[src/rtl/acc_alu_pkg.sv]
package acc_alu_pkg;

  typedef enum logic [3:0] {
    OP_ADD = 4'd0,
    OP_SUB = 4'd1,
    OP_AND = 4'd2,
    OP_OR  = 4'd3,
    OP_XOR = 4'd4,
    OP_CP  = 4'd5,
    OP_ABS = 4'd6,
    OP_NEG = 4'd7,
    OP_INC = 4'd8,
    OP_DEC = 4'd9,
    OP_SRA = 4'd10,
    OP_SLL = 4'd11,
    OP_RL  = 4'd12,
    OP_RR  = 4'd13,
    OP_NP0 = 4'd14,
    OP_NP1 = 4'd15
  } alu_op_e;

  typedef enum logic [3:0] {
    CC_ALW = 4'd0,
    CC_Z   = 4'd1,
    CC_NZ  = 4'd2,
    CC_C   = 4'd3,
    CC_NC  = 4'd4,
    CC_MI  = 4'd5,
    CC_PL  = 4'd6,
    CC_OV  = 4'd7,
    CC_NOV = 4'd8
  } cond_e;

  typedef struct packed {
    logic c;
    logic z;
    logic n;
    logic v;
  } flags_t;

endpackage

[src/rtl/acc_alu_cond.sv]
module acc_alu_cond
  import acc_alu_pkg::*;
(
  input  logic [3:0] cond_i,
  input  flags_t     flags_i,
  output logic       take_o
);

  always_comb begin
    unique case (cond_i)
      CC_ALW:  take_o = 1'b1;
      CC_Z:    take_o = flags_i.z;
      CC_NZ:   take_o = ~flags_i.z;
      CC_C:    take_o = flags_i.c;
      CC_NC:   take_o = ~flags_i.c;
      CC_MI:   take_o = flags_i.n;
      CC_PL:   take_o = ~flags_i.n;
      CC_OV:   take_o = flags_i.v;
      CC_NOV:  take_o = ~flags_i.v;
      default: take_o = 1'b0;  // reserved codes never execute
    endcase
  end

endmodule

[src/rtl/acc_alu_operand.sv]
module acc_alu_operand #(
  parameter int ACC_W  = 24,
  parameter int DATA_W = 16
) (
  input  logic [ACC_W-1:0]  opnd_i,
  input  logic [DATA_W-1:0] data_i,
  input  logic              use_data_i,
  output logic [ACC_W-1:0]  b_o
);

  localparam int PAD_W = ACC_W - DATA_W;

  logic [ACC_W-1:0] data_al;

  generate
    if (PAD_W > 0) begin : g_pad
      assign data_al = {data_i, {PAD_W{1'b0}}};
    end else begin : g_flat
      assign data_al = data_i[DATA_W-1 -: ACC_W];
    end
  endgenerate

  assign b_o = use_data_i ? data_al : opnd_i;

endmodule

[src/rtl/acc_alu_exec.sv]
module acc_alu_exec
  import acc_alu_pkg::*;
#(
  parameter int ACC_W = 24
) (
  input  logic [3:0]       op_i,
  input  logic [ACC_W-1:0] a_i,
  input  logic [ACC_W-1:0] b_i,
  input  logic             c_i,
  input  logic             sat_en_i,
  output logic [ACC_W-1:0] res_o,
  output flags_t           flags_o,
  output logic             wr_acc_o,
  output logic             wr_flags_o
);

  localparam int                 MSB  = ACC_W - 1;
  localparam logic [ACC_W-1:0]   MAXV = {1'b0, {(ACC_W-1){1'b1}}};
  localparam logic [ACC_W-1:0]   MINV = {1'b1, {(ACC_W-1){1'b0}}};
  localparam logic [ACC_W:0]     ONE  = {{ACC_W{1'b0}}, 1'b1};

  logic [ACC_W:0] add_w, sub_w, neg_w, inc_w, dec_w;

  assign add_w = {1'b0, a_i} + {1'b0, b_i};
  assign sub_w = {1'b0, a_i} + {1'b0, ~b_i} + ONE;
  assign neg_w = {1'b0, ~a_i} + ONE;
  assign inc_w = {1'b0, a_i} + ONE;
  assign dec_w = {1'b0, a_i} + {1'b0, {ACC_W{1'b1}}};

  logic [ACC_W-1:0] raw;
  logic             c_nx, ovf, tneg, arith;

  always_comb begin
    raw        = a_i;
    c_nx       = c_i;
    ovf        = 1'b0;
    tneg       = 1'b0;
    arith      = 1'b0;
    wr_acc_o   = 1'b1;
    wr_flags_o = 1'b1;
    unique case (alu_op_e'(op_i))
      OP_ADD: begin
        raw   = add_w[MSB:0];
        c_nx  = add_w[ACC_W];
        ovf   = (a_i[MSB] == b_i[MSB]) && (add_w[MSB] != a_i[MSB]);
        tneg  = a_i[MSB];
        arith = 1'b1;
      end
      OP_SUB, OP_CP: begin
        raw      = sub_w[MSB:0];
        c_nx     = sub_w[ACC_W];
        ovf      = (a_i[MSB] != b_i[MSB]) && (sub_w[MSB] != a_i[MSB]);
        tneg     = a_i[MSB];
        arith    = (op_i == OP_SUB);
        wr_acc_o = (op_i == OP_SUB);
      end
      OP_AND: raw = a_i & b_i;
      OP_OR:  raw = a_i | b_i;
      OP_XOR: raw = a_i ^ b_i;
      OP_ABS: begin
        c_nx  = 1'b0;
        arith = 1'b1;
        if (a_i[MSB]) begin
          raw = neg_w[MSB:0];
          ovf = (a_i == MINV);
        end
      end
      OP_NEG: begin
        raw   = neg_w[MSB:0];
        c_nx  = neg_w[ACC_W];
        ovf   = (a_i == MINV);
        arith = 1'b1;
      end
      OP_INC: begin
        raw   = inc_w[MSB:0];
        c_nx  = inc_w[ACC_W];
        ovf   = (a_i == MAXV);
        arith = 1'b1;
      end
      OP_DEC: begin
        raw   = dec_w[MSB:0];
        c_nx  = dec_w[ACC_W];
        ovf   = (a_i == MINV);
        tneg  = 1'b1;
        arith = 1'b1;
      end
      OP_SRA: begin
        raw  = {a_i[MSB], a_i[MSB:1]};
        c_nx = a_i[0];
      end
      OP_SLL: begin
        raw  = {a_i[MSB-1:0], 1'b0};
        c_nx = a_i[MSB];
      end
      OP_RL: begin
        raw  = {a_i[MSB-1:0], a_i[MSB]};
        c_nx = a_i[MSB];
      end
      OP_RR: begin
        raw  = {a_i[0], a_i[MSB:1]};
        c_nx = a_i[0];
      end
      default: begin
        wr_acc_o   = 1'b0;
        wr_flags_o = 1'b0;
      end
    endcase
  end

  // clamp only arithmetic writes; compare reports the raw difference
  assign res_o     = (arith && ovf && sat_en_i) ? (tneg ? MINV : MAXV) : raw;
  assign flags_o.c = c_nx;
  assign flags_o.v = ovf;
  assign flags_o.z = (res_o == '0);
  assign flags_o.n = res_o[MSB];

endmodule

[src/rtl/acc_alu_core.sv]
module acc_alu_core
  import acc_alu_pkg::*;
#(
  parameter int ACC_W  = 24,
  parameter int DATA_W = 16
) (
  input  logic              clk_i,
  input  logic              rst_ni,
  input  logic              en_i,
  input  logic [3:0]        op_i,
  input  logic [3:0]        cond_i,
  input  logic [ACC_W-1:0]  opnd_i,
  input  logic [DATA_W-1:0] data_i,
  input  logic              use_data_i,
  input  logic              sat_en_i,
  output logic [ACC_W-1:0]  acc_o,
  output logic              flag_c_o,
  output logic              flag_z_o,
  output logic              flag_n_o,
  output logic              flag_v_o
);

  logic [ACC_W-1:0] acc_q, b_op, res;
  flags_t           flg_q, flg_nx;
  logic             take, wr_acc, wr_flags, upd;

  acc_alu_operand #(.ACC_W(ACC_W), .DATA_W(DATA_W)) u_opnd (
    .opnd_i     (opnd_i),
    .data_i     (data_i),
    .use_data_i (use_data_i),
    .b_o        (b_op)
  );

  acc_alu_cond u_cond (
    .cond_i  (cond_i),
    .flags_i (flg_q),
    .take_o  (take)
  );

  acc_alu_exec #(.ACC_W(ACC_W)) u_exec (
    .op_i       (op_i),
    .a_i        (acc_q),
    .b_i        (b_op),
    .c_i        (flg_q.c),
    .sat_en_i   (sat_en_i),
    .res_o      (res),
    .flags_o    (flg_nx),
    .wr_acc_o   (wr_acc),
    .wr_flags_o (wr_flags)
  );

  assign upd = en_i && take;

  always_ff @(posedge clk_i or negedge rst_ni) begin
    if (!rst_ni) begin
      acc_q <= '0;
      flg_q <= '{c: 1'b0, z: 1'b1, n: 1'b0, v: 1'b0};
    end else begin
      if (upd && wr_acc)   acc_q <= res;
      if (upd && wr_flags) flg_q <= flg_nx;
    end
  end

  assign acc_o    = acc_q;
  assign flag_c_o = flg_q.c;
  assign flag_z_o = flg_q.z;
  assign flag_n_o = flg_q.n;
  assign flag_v_o = flg_q.v;

endmodule

[config.mk]
export PLATFORM = sky130hd
export DESIGN_NAME = acc_alu_core
export DESIGN_NICKNAME = d
export VERILOG_FILES = /design/src/rtl/acc_alu_pkg.sv /design/src/rtl/acc_alu_cond.sv /design/src/rtl/acc_alu_operand.sv /design/src/rtl/acc_alu_exec.sv /design/src/rtl/acc_alu_core.sv
export SDC_FILE = /design/constraint.sdc
export NUM_CORES = 1
export LEC_CHECK = 0
export ABC_AREA = 1
export BUFFER_PORTS_ARGS = -buffer_cell sky130_fd_sc_hd__buf_2
export CORE_ASPECT_RATIO = 1.4
export CORE_UTILIZATION = 25
export CTS_CLUSTER_DIAMETER = 120
export DETAILED_ROUTE_END_ITERATION = 6
export SLEW_MARGIN = 40
export SYNTH_ARGS = -nofsm -noshare
export SYNTH_HDL_FRONTEND = slang
export SYNTH_SLANG_ARGS = --single-unit
[constraint.sdc]
create_clock -name clk_i -period 3.2 [get_ports clk_i]
set_clock_uncertainty 0.2 [all_clocks]
set_input_delay 0.32 -clock clk_i [delete_from_list [all_inputs] [get_ports clk_i]]
set_output_delay 0.32 -clock clk_i [all_outputs]
set_load 0.01 [all_outputs]
==> flow_summary.yaml, run 1 <==
outcome:
  status: "completed"
detailed_routing:
  drt_wl_total_mm: 58.3
  wire_per_inst_um: 21.8
  routed_via_density: 5.16
  antenna_left: 0
  num_vias: 13779
  first_pass_iters: 5
  drc: 0
  drt-initial-drc-count: 1250
power_and_ir_drop:
  power.leakage_nw: 7.41
  ir_worst_vdd_uv: 307
  p_per_area_mw_per_mm2: 842
global_route:
  grt_max_degree: 29
  grt_pass1_wl_mm: 83.0
  grt.total_usage: 0.306
  grt_pass1_vias: 13280
  grt_overflow_total: 0
  antenna_found_initial: 0
floorplan:
  start_util: 0.255
  chipHeight_um: 228
  die_width_um: 164
  core_region_area_mm2: 0.0359
  num_io_pins: 81
  row_count: 82
  dieArea_mm2: 0.0374
layout:
  final_common_cell: "nand2_1"
  drive_gt1_frac: 0.381
  diodes: 0
  final_nets: 2342
  final_cell_mix: "505 x nand2_1, 398 x buf_4, 201 x inv_1"
  stdcell_area_mm2: 0.0148
  syn2layout_area_growth_pct: 61.5
logic_synthesis:
  synth.area.top_cells: "nand2_1 24%, ha_1 10%, nand3_1 9.8%"
  synth_seq_cells: 28
  async_flop_share: 1.00
  syn_inst: 1754
  synthXorXnorAreaFrac: 0.0124
  synth_top_family_by_area: "simple AND/OR/NAND/NOR gates"
  synthesis.area_mm2: 0.00916
  avgSynthCellArea_um2: 5.22
  yosysSeqAreaShare: 0.0767
  synth_compound_area_frac: 0.134
  synth_fa_ha_area_frac: 0.108
  syn_nets: 1885
  yosysWarnings: 0
  synth_top_area_cell: "nand2_1"
  synth.top_cell.area_share: 0.240
  synth_mux_area_frac: 0
  synth_edf_count: 0
  synth_top_flop_cell: "dfrtp_1"
  synth_cell_types: 51
  synth_simple_gate_area_frac: 0.530
timing:
  rsz0062_at_grt: "true"
  setup_viol: 0
  maxSlewViolCount: 0
  tightest_slew_ns: 1.14
  slew_headroom: 0.236
  fin_tns_setup_ns: 0
  finalHoldViolCount: 0
  min_period_ns: 3.17
  post-route-period-util: 0.992
  max_freq_ghz: 0.315
critical_path:
  cpPeakStageDelay_ns: 0.26
  cp_common_cell: "nand2_1"
  slowest_stage: "or2_4"
  worstSetupPathType: "in2reg"
  path_buf_inv: 7
  critPathLaunchType: "primary input"
  cp.required_ns: 3.23
  cp.arrival_ns: 3.21
  cp-end-kind: "register"
  cp_max_fo: 7
  crit_family: "simple AND/OR/NAND/NOR gates"
placement:
  gp_congestion: 1.08
  place_area_mm2: 0.0128
  port_buffers: 80
  hpwl_mm: 47.2
clocking:
  htreeDepth: 1
  cts_root_buf: "clkbuf_16"
  clock_path_buffers: 2
  cts_buffers: 3
  cts_tree: "built"
  cts.sink_count: 28
  clock_latency_ns: 0.30
  clkSlewWorstSetupHoldPaths_ns: 0.08
min_path:
  min_path_type: "reg2reg"
flow_run:
  cap_violations: 0
[logic make-up (layout without fill, tap and decap cells)]
kind of cell | count (synthesis) | after routing
simple gates | 1123 | 1126
fa+ha+maj | 78 | 78
xor+xnor | 13 | 13
buf+inv | 303 | 756
compound gates | 209 | 209
flops | 28 | 28
[worst reg2reg max path, stage by stage, from the launching register on]
cell and delay [ns]:
dfrtp_1 0.41, buf_4 0.16, ha_2 0.20, fa_2 0.41, nand3_1 0.09, nand2_2 0.09, buf_4 0.15, buf_4 0.14
nand2_1 0.08, nand4_1 0.08, nand3_1 0.16, nand3_2 0.14, nand2_1 0.09, inv_1 0.06, o21ai_2 0.15, nand3_1 0.09
nor2_1 0.12, nand2_1 0.07, nor2_2 0.10, nand2_1 0.06, nand2_1 0.06
[synth_stat cells (3+ instances only)]
| master | instances |
|---|---|
| nand3b_1 | 4 |
| buf_4 | 17 |
| o221ai_1 | 3 |
| nor3_1 | 23 |
| nand3_1 | 180 |
| dfrtp_1 | 27 |
| inv_2 | 10 |
| o211ai_1 | 8 |
| nand2_1 | 585 |
| o21ai_0 | 74 |
| and2_1 | 3 |
| nor4_1 | 3 |
| buf_6 | 5 |
| o2111ai_1 | 4 |
| clkinv_1 | 10 |
| o22ai_1 | 11 |
| a22oi_1 | 18 |
| buf_2 | 23 |
| inv_1 | 217 |
| nor2_2 | 14 |
| nand3_2 | 4 |
| nand4_1 | 58 |
| a21oi_1 | 67 |
| o21bai_1 | 11 |
| xor2_1 | 12 |
| nor2_1 | 206 |
| or2_2 | 26 |
| ha_1 | 76 |
| nor2_4 | 3 |
| clkbuf_1 | 19 |
| nand2_2 | 7 |
[cell type report]
cell class	count	area, µm²
tap	462	578
sequential	28	702
inverter	238	913
multi-input combinational	1426	8590
timing repair buffer	514	3920
clock buffer	4	88.8
fill	3887	21100
[per-stage QoR]
stage	hold slack (ns)	setup slack [ns]	power [mW]	util	std cells
finish	0.403	0.0264	12.5	0.412	2672
global route	0.436	-0.122	13.2	0.412	2672
CTS	0.404	0.00128	11.3	0.384	2647
detailed placement	0.242	-0.935	10.1	0.355	2621
global placement	0.241	-0.952	10.1	0.355	2621
floorplan	-0.176	0.0422	5.20	-	1754
[worst paths after layout]
kind | depth (start not counted) | to | startpoint | slack, ns
setup / recovery | 26 | flag_z_o$_DFFE_PN1P_ | use_data_i | 0.03
hold / removal | 2 | flag_n_o$_DFFE_PN0P_ | flag_n_o$_DFFE_PN0P_ | 0.40
setup reg to reg | 20 | flag_z_o$_DFFE_PN1P_ | acc_o[0]$_DFFE_PN0P_ | 0.04
hold reg to reg | 2 | flag_n_o$_DFFE_PN0P_ | flag_n_o$_DFFE_PN0P_ | 0.40
max in group asynchronous | 2 | acc_o[7]$_DFFE_PN0P_ | rst_ni | 1.84
min in group asynchronous | 2 | flag_v_o$_DFFE_PN0P_ | rst_ni | 0.44
[what timing repair did]
item,in CTS,in global routing
resized for setup,196,204
cloned,2,2
setup buffers,21,25
hold buffers,1,0
pin swaps,57,90
endpoints found under the setup margin,28,27
endpoints found under the hold margin,27,0
[registers in the layout, indices dropped and copies added, names as in the netlist]
| signal | count |
|---|---|
| acc_o | 24 |
| flag_n_o | 1 |
| flag_z_o | 1 |
| flag_v_o | 1 |
| flag_c_o | 1 |
[where the power goes]
part | switching (mW) | leakage, nW | internal (mW)
Sequential | 0.121 | 0.317 | 0.515
Clock | 0.170 | 0.0442 | 0.194
Combinational | 6.67 | 7.05 | 4.79
Total | 6.96 | 7.41 | 5.50
[per-layer routing]
metal / wire length (µm) / GRT usage
met5: 0 / 0
met4: 4480 / 0.202
met3: 3390 / 0.0372
met2: 28800 / 0.534
met1: 21700 / 0.345
(Power assumes the default switching activity.)
==> run 2: changes to the inputs <==
--- a/config.mk
+++ b/config.mk
@@ -11,6 +11,7 @@
 export CORE_UTILIZATION = 25
 export CTS_CLUSTER_DIAMETER = 120
 export DETAILED_ROUTE_END_ITERATION = 6
+export REMOVE_ABC_BUFFERS = 1
 export SLEW_MARGIN = 40
 export SYNTH_ARGS = -nofsm -noshare
 export SYNTH_HDL_FRONTEND = slang
==> flow_summary.yaml, run 2 (synthesis results as in run 1) <==
outcome:
  status: "completed"
detailed_routing:
  antenna_left: 0
  drc: 0
  drt-initial-drc-count: 1123
  first_pass_iters: 6
  routed_via_density: 5.20
  num_vias: 13909
  wire_per_inst_um: 21.6
  drt_wl_total_mm: 57.8
layout:
  stdcell_count: 2677
  fillers: 3935
  fin_util: 0.413
  diodes: 0
  final_nets: 2347
  syn2layout_area_growth_pct: 61.8
  final_cell_mix: "509 x nand2_1, 408 x buf_4, 200 x inv_1"
  seq_area_um2: 703
  final_common_cell: "nand2_1"
  drive_gt1_frac: 0.377
  stdcell_area_mm2: 0.0148
  largest_reg_flops: 24
  multi_input_area_mm2: 0.00857
timing:
  rsz0062_at_grt: "true"
  maxSlewViolCount: 0
  setup_viol: 0
  finalHoldViolCount: 0
  max_freq_ghz: 0.315
  hold_ws_ns: 0.321
  tightest_slew_ns: 1.06
  finalWorstSetupSlack_ns: 0.0210
  post-route-period-util: 0.993
  fin_tns_setup_ns: 0
  min_period_ns: 3.18
  slew_headroom: 0.287
clocking:
  clock_latency_ns: 0.30
  clkSlewWorstSetupHoldPaths_ns: 0.08
  cts_root_buf: "clkbuf_16"
  clock_path_buffers: 2
  cts_tree: "built"
  cts_buffers: 3
  htreeDepth: 1
  cts.sink_count: 28
floorplan:
  start_util: 0.255
  num_io_pins: 81
  dieArea_mm2: 0.0374
  chipHeight_um: 228
  row_count: 82
  core_region_area_mm2: 0.0359
  die_width_um: 164
power_and_ir_drop:
  p_comb_frac: 0.918
  p_clk_frac: 0.030
  power.internal_mw: 5.45
  power_mw: 12.3
  power.leakage_nw: 7.40
  p_per_area_mw_per_mm2: 833
  ir_worst_vdd_uv: 311
  p_seq_frac: 0.053
  switching_share: 0.558
  p_sw_mw: 6.89
placement:
  hpwl_mm: 47.0
  gp_congestion: 1.01
  dp_cells: 2644
  place_area_mm2: 0.0130
  place_ws_ns: -0.675
  port_buffers: 80
global_route:
  grt_pass1_vias: 13318
  grt.total_usage: 0.296
  antenna_found_initial: 0
  grt_overflow_total: 0
  grt_pass1_wl_mm: 81.0
  grt_max_degree: 29
critical_path:
  path_buf_inv: 7
  crit_family: "simple AND/OR/NAND/NOR gates"
  cp-end-kind: "register"
  worstSetupPathType: "in2reg"
  cp.arrival_ns: 3.22
  cp_common_cell: "nand2_1"
  cpPeakStageDelay_ns: 0.32
  critPathLaunchType: "primary input"
  cp.required_ns: 3.24
  slowest_stage: "or2_2"
  cp_max_fo: 7
flow_run:
  cap_violations: 0
min_path:
  min_path_type: "in2async"
-- run 2: power by group through the flow --
| stage | clock network (mW) | logic, mW | registers [mW] |
|---|---|---|---|
| global placement | 0 | 9.49 | 0.640 |
| CTS | 0.376 | 9.94 | 0.645 |
| detailed placement | 0 | 9.52 | 0.648 |
| floorplan | 0 | 3.97 | 0.984 |
| global route | 0.379 | 12.1 | 0.670 |
| finish | 0.365 | 11.3 | 0.651 |
-- run 2: timing repair --
action | 4_1_cts | 5_1_grt
cloned | 1 | 2
endpoints found under the setup margin | 27 | 26
hold endpoints to repair | 27 | 0
pin swaps | 23 | 82
gates resized for setup | 100 | 297
hold buffers | 1 | 0
buffers inserted | 8 | 19
-- run 2: final cells by class --
type | count | share of cell area
multi-input combinational | 1425 | 0.578
timing repair buffer | 520 | 0.268
inverter | 238 | 0.0614
sequential | 28 | 0.0475
tap | 462 | 0.0390
clock buffer | 4 | 0.00600
-- run 2: path summary, 6_finish.rpt --
kind	from	to	slack, ns	cells past startpoint
worst max-delay path	use_data_i	flag_z_o$_DFFE_PN1P_	0.02	25
worst min-delay path	rst_ni	flag_c_o$_DFFE_PN0P_	0.32	2
worst max register to register	acc_o[22]$_DFFE_PN0P_	flag_z_o$_DFFE_PN1P_	0.09	21
worst min register to register	flag_z_o$_DFFE_PN1P_	flag_z_o$_DFFE_PN1P_	0.32	2
max in group asynchronous	rst_ni	acc_o[12]$_DFFE_PN0P_	2.11	2
min in group clk_i	flag_z_o$_DFFE_PN1P_	flag_z_o$_DFFE_PN1P_	0.32	2
-- run 2: routing by layer --
layer | GRT usage | wire (µm) | vias to the layer above
met4 | 0.198 | 4510 | 0
met1 | 0.330 | 21300 | 6532
met5 | 0 | 0 | -
met3 | 0.0156 | 2930 | 200
met2 | 0.534 | 29000 | 606
li1 | - | - | 6571
==> run 3: changes to the inputs <==
--- a/config.mk
+++ b/config.mk
@@ -5,7 +5,6 @@
 export SDC_FILE = /design/constraint.sdc
 export NUM_CORES = 1
 export LEC_CHECK = 0
-export ABC_AREA = 1
 export BUFFER_PORTS_ARGS = -buffer_cell sky130_fd_sc_hd__buf_2
 export CORE_ASPECT_RATIO = 1.4
 export CORE_UTILIZATION = 25
==> flow_summary.yaml, run 3 <==
timing:
  maxSlewViolCount: 0
  finalHoldViolCount: 0
  slew_headroom: 0.415
  finalWorstSetupSlack_ns: -0.957
  post-route-period-util: 1.30
  max_freq_ghz: 0.241
  tightest_slew_ns: 0.872
  min_period_ns: 4.16
  setup_viol: 27
  rsz0062_at_grt: "true"
critical_path:
  cp_max_fo: 5
  reg2reg_from: "acc_o[0]$_DFFE_PN0P_"
  r2r-end: "flag_z_o$_DFFE_PN1P_"
  cp-end-kind: "register"
  cp.arrival_ns: 4.21
  rrSetupSlack_ns: -0.96
  reg2regPathDepth: 15
  worstSetupPathType: "reg2reg"
  cp.required_ns: 3.25
  critPathLaunchType: "register"
layout:
  syn2layout_area_growth_pct: 78.1
  stdcell_count: 2246
  seq_area_um2: 709
  final_cell_mix: "513 x buf_4, 99 x nand2_1, 82 x a21oi_1"
  drive_gt1_frac: 0.483
  final_nets: 1932
  multi_input_area_mm2: 0.00837
  fillers: 3364
  largest_reg_flops: 24
  final_common_cell: "buf_4"
power_and_ir_drop:
  p_clk_frac: 0.038
  p_seq_frac: 0.055
  power.leakage_nw: 6.72
  p_comb_frac: 0.907
  power_mw: 12.7
  p_sw_mw: 6.53
  p_per_area_mw_per_mm2: 837
  switching_share: 0.516
  power.internal_mw: 6.14
  ir_worst_vdd_uv: 313
placement:
  hpwl_mm: 46.3
  dp_cells: 2198
  port_buffers: 80
  gp_congestion: 1.05
floorplan:
  chipHeight_um: 220
  dieArea_mm2: 0.0348
  core_region_area_mm2: 0.0333
  row_count: 79
  start_util: 0.255
  die_width_um: 158
  num_io_pins: 81
outcome:
  violations: "negative setup slack"
  status: "finished, violations left"
global_route:
  grt_overflow_total: 0
  grt.total_usage: 0.332
  grt_pass1_vias: 13033
  grt_max_degree: 36
  grt_pass1_wl_mm: 83.6
  antenna_found_initial: 0
clocking:
  cts.sink_count: 28
  clock_path_buffers: 2
  htreeDepth: 1
  cts_root_buf: "clkbuf_16"
  clock_latency_ns: 0.32
  clkSlewWorstSetupHoldPaths_ns: 0.11
  cts_buffers: 3
  cts_tree: "built"
detailed_routing:
  wire_per_inst_um: 25.8
  num_vias: 13280
  drt-initial-drc-count: 1250
  drt_wl_total_mm: 57.9
  first_pass_iters: 5
  drc: 0
  antenna_left: 0
  routed_via_density: 5.91
logic_synthesis:
  synthesis.area_mm2: 0.00850
  yosysWarnings: 0
  syn_inst: 1250
  avgSynthCellArea_um2: 6.80
  yosysSeqAreaShare: 0.0826
  synth_edf_count: 0
  synth_seq_cells: 28
  synth.area.top_cells: "ha_1 11%, dfrtp_1 7.9%, o21ai_0 5.7%"
  async_flop_share: 1.00
  synthTopCellsByCount: "107 x nand2_1, 97 x o21ai_0, 96 x a21oi_1"
  synth.top_cell.area_share: 0.112
  synth_top_flop_cell: "dfrtp_1"
  synth_top_area_cell: "ha_1"
  yosysMostFrequentCell: "nand2_1"
  synth_cell_types: 84
flow_run:
  cap_violations: 0
min_path:
  min_path_type: "in2async"
[run 3: power groups by stage]
| stage | registers, mW | logic (mW) | clock network, mW |
|---|---|---|---|
| after detailed placement | 0.694 | 9.58 | 0 |
| after global routing | 0.714 | 12.1 | 0.483 |
| final | 0.699 | 11.5 | 0.476 |
| after floorplan | 1.07 | 3.75 | 0 |
| after global placement | 0.689 | 9.55 | 0 |
| after CTS | 0.689 | 10.6 | 0.480 |
[run 3: metal layers]
metal / wire length, µm / global-route usage / up-vias
li1: - / - / 5824
met1: 21100 / 0.379 / 6347
met2: 26800 / 0.547 / 818
met3: 4240 / 0.0370 / 291
met4: 5820 / 0.290 / 0
met5: 0 / 0 / -
[run 3: worst max-delay path by stage]
stage	from	to	slack, ns	cells after the start
2_1_floorplan	acc_o[4]$_DFFE_PN0P_	flag_z_o$_DFFE_PN1P_	-0.91	12
3_3_place_gp	use_data_i	flag_z_o$_DFFE_PN1P_	-1.68	20
3_5_place_dp	use_data_i	flag_z_o$_DFFE_PN1P_	-1.70	20
4_1_cts	acc_o[1]$_DFFE_PN0P_	flag_z_o$_DFFE_PN1P_	-0.97	19
5_1_grt	acc_o[0]$_DFFE_PN0P_	flag_z_o$_DFFE_PN1P_	-1.05	16
6_report	acc_o[0]$_DFFE_PN0P_	flag_z_o$_DFFE_PN1P_	-0.96	15
[run 3: critical path, cell delays in order (launching register included)]
cell	delay, ns
dfrtp_2	0.47
buf_6	0.14
ha_4	0.16
fa_2	0.38
a21o_1	0.23
a221oi_2	0.32
buf_4	0.22
nor2_1	0.07
a311oi_1	0.26
nor2_1	0.11
a2111oi_2	0.36
a21oi_1	0.11
o21ai_1	0.23
nand4b_1	0.14
or4_1	0.54
o22ai_1	0.15
[run 3: repair_timing]
action / 4_1_cts / 5_1_grt
hold buffers: 1 / 0
hold endpoints to repair: 27 / 0
gates cloned: 1 / 0
pin swaps: 57 / 51
gates resized for setup: 196 / 144
buffers inserted: 35 / 21
setup endpoints to repair: 28 / 28
[run 3: cell type report]
cell class | count | area share
multi-input cells | 1033 | 0.553
inverters | 81 | 0.0204
clock buffers | 3 | 0.00496
repair buffers | 654 | 0.336
flip-flops and latches | 28 | 0.0469
well taps | 445 | 0.0368
diodes | 1 | 0.000165
clock inverters | 1 | 0.00198
[run 3: cell families after synthesis]
| logic type | synth area share |
|---|---|
| AOI/OAI and AO/OA | 0.393 |
| and+or+nand+nor | 0.245 |
| buffers and inverters | 0.0849 |
| adders and majority gates | 0.117 |
| xor gates and xnor gates | 0.0443 |
| muxes | 0.0334 |
| DFF | 0.0826 |
[run 3: metrics by stage]
step                      TNS, ns  hold WS (ns)  cell area [µm²]  utilization  worst slack, ns
final                      -14.11         0.331            15100        0.454           -0.957
after global routing       -17.06         0.361            15100        0.454            -1.05
after global placement     -30.81         0.311            13200        0.396            -1.68
after floorplan            -13.50        -0.176             8080            -           -0.910
after detailed placement   -31.87         0.147            13200        0.396            -1.70
after CTS                  -16.23         0.315            14400        0.432           -0.971
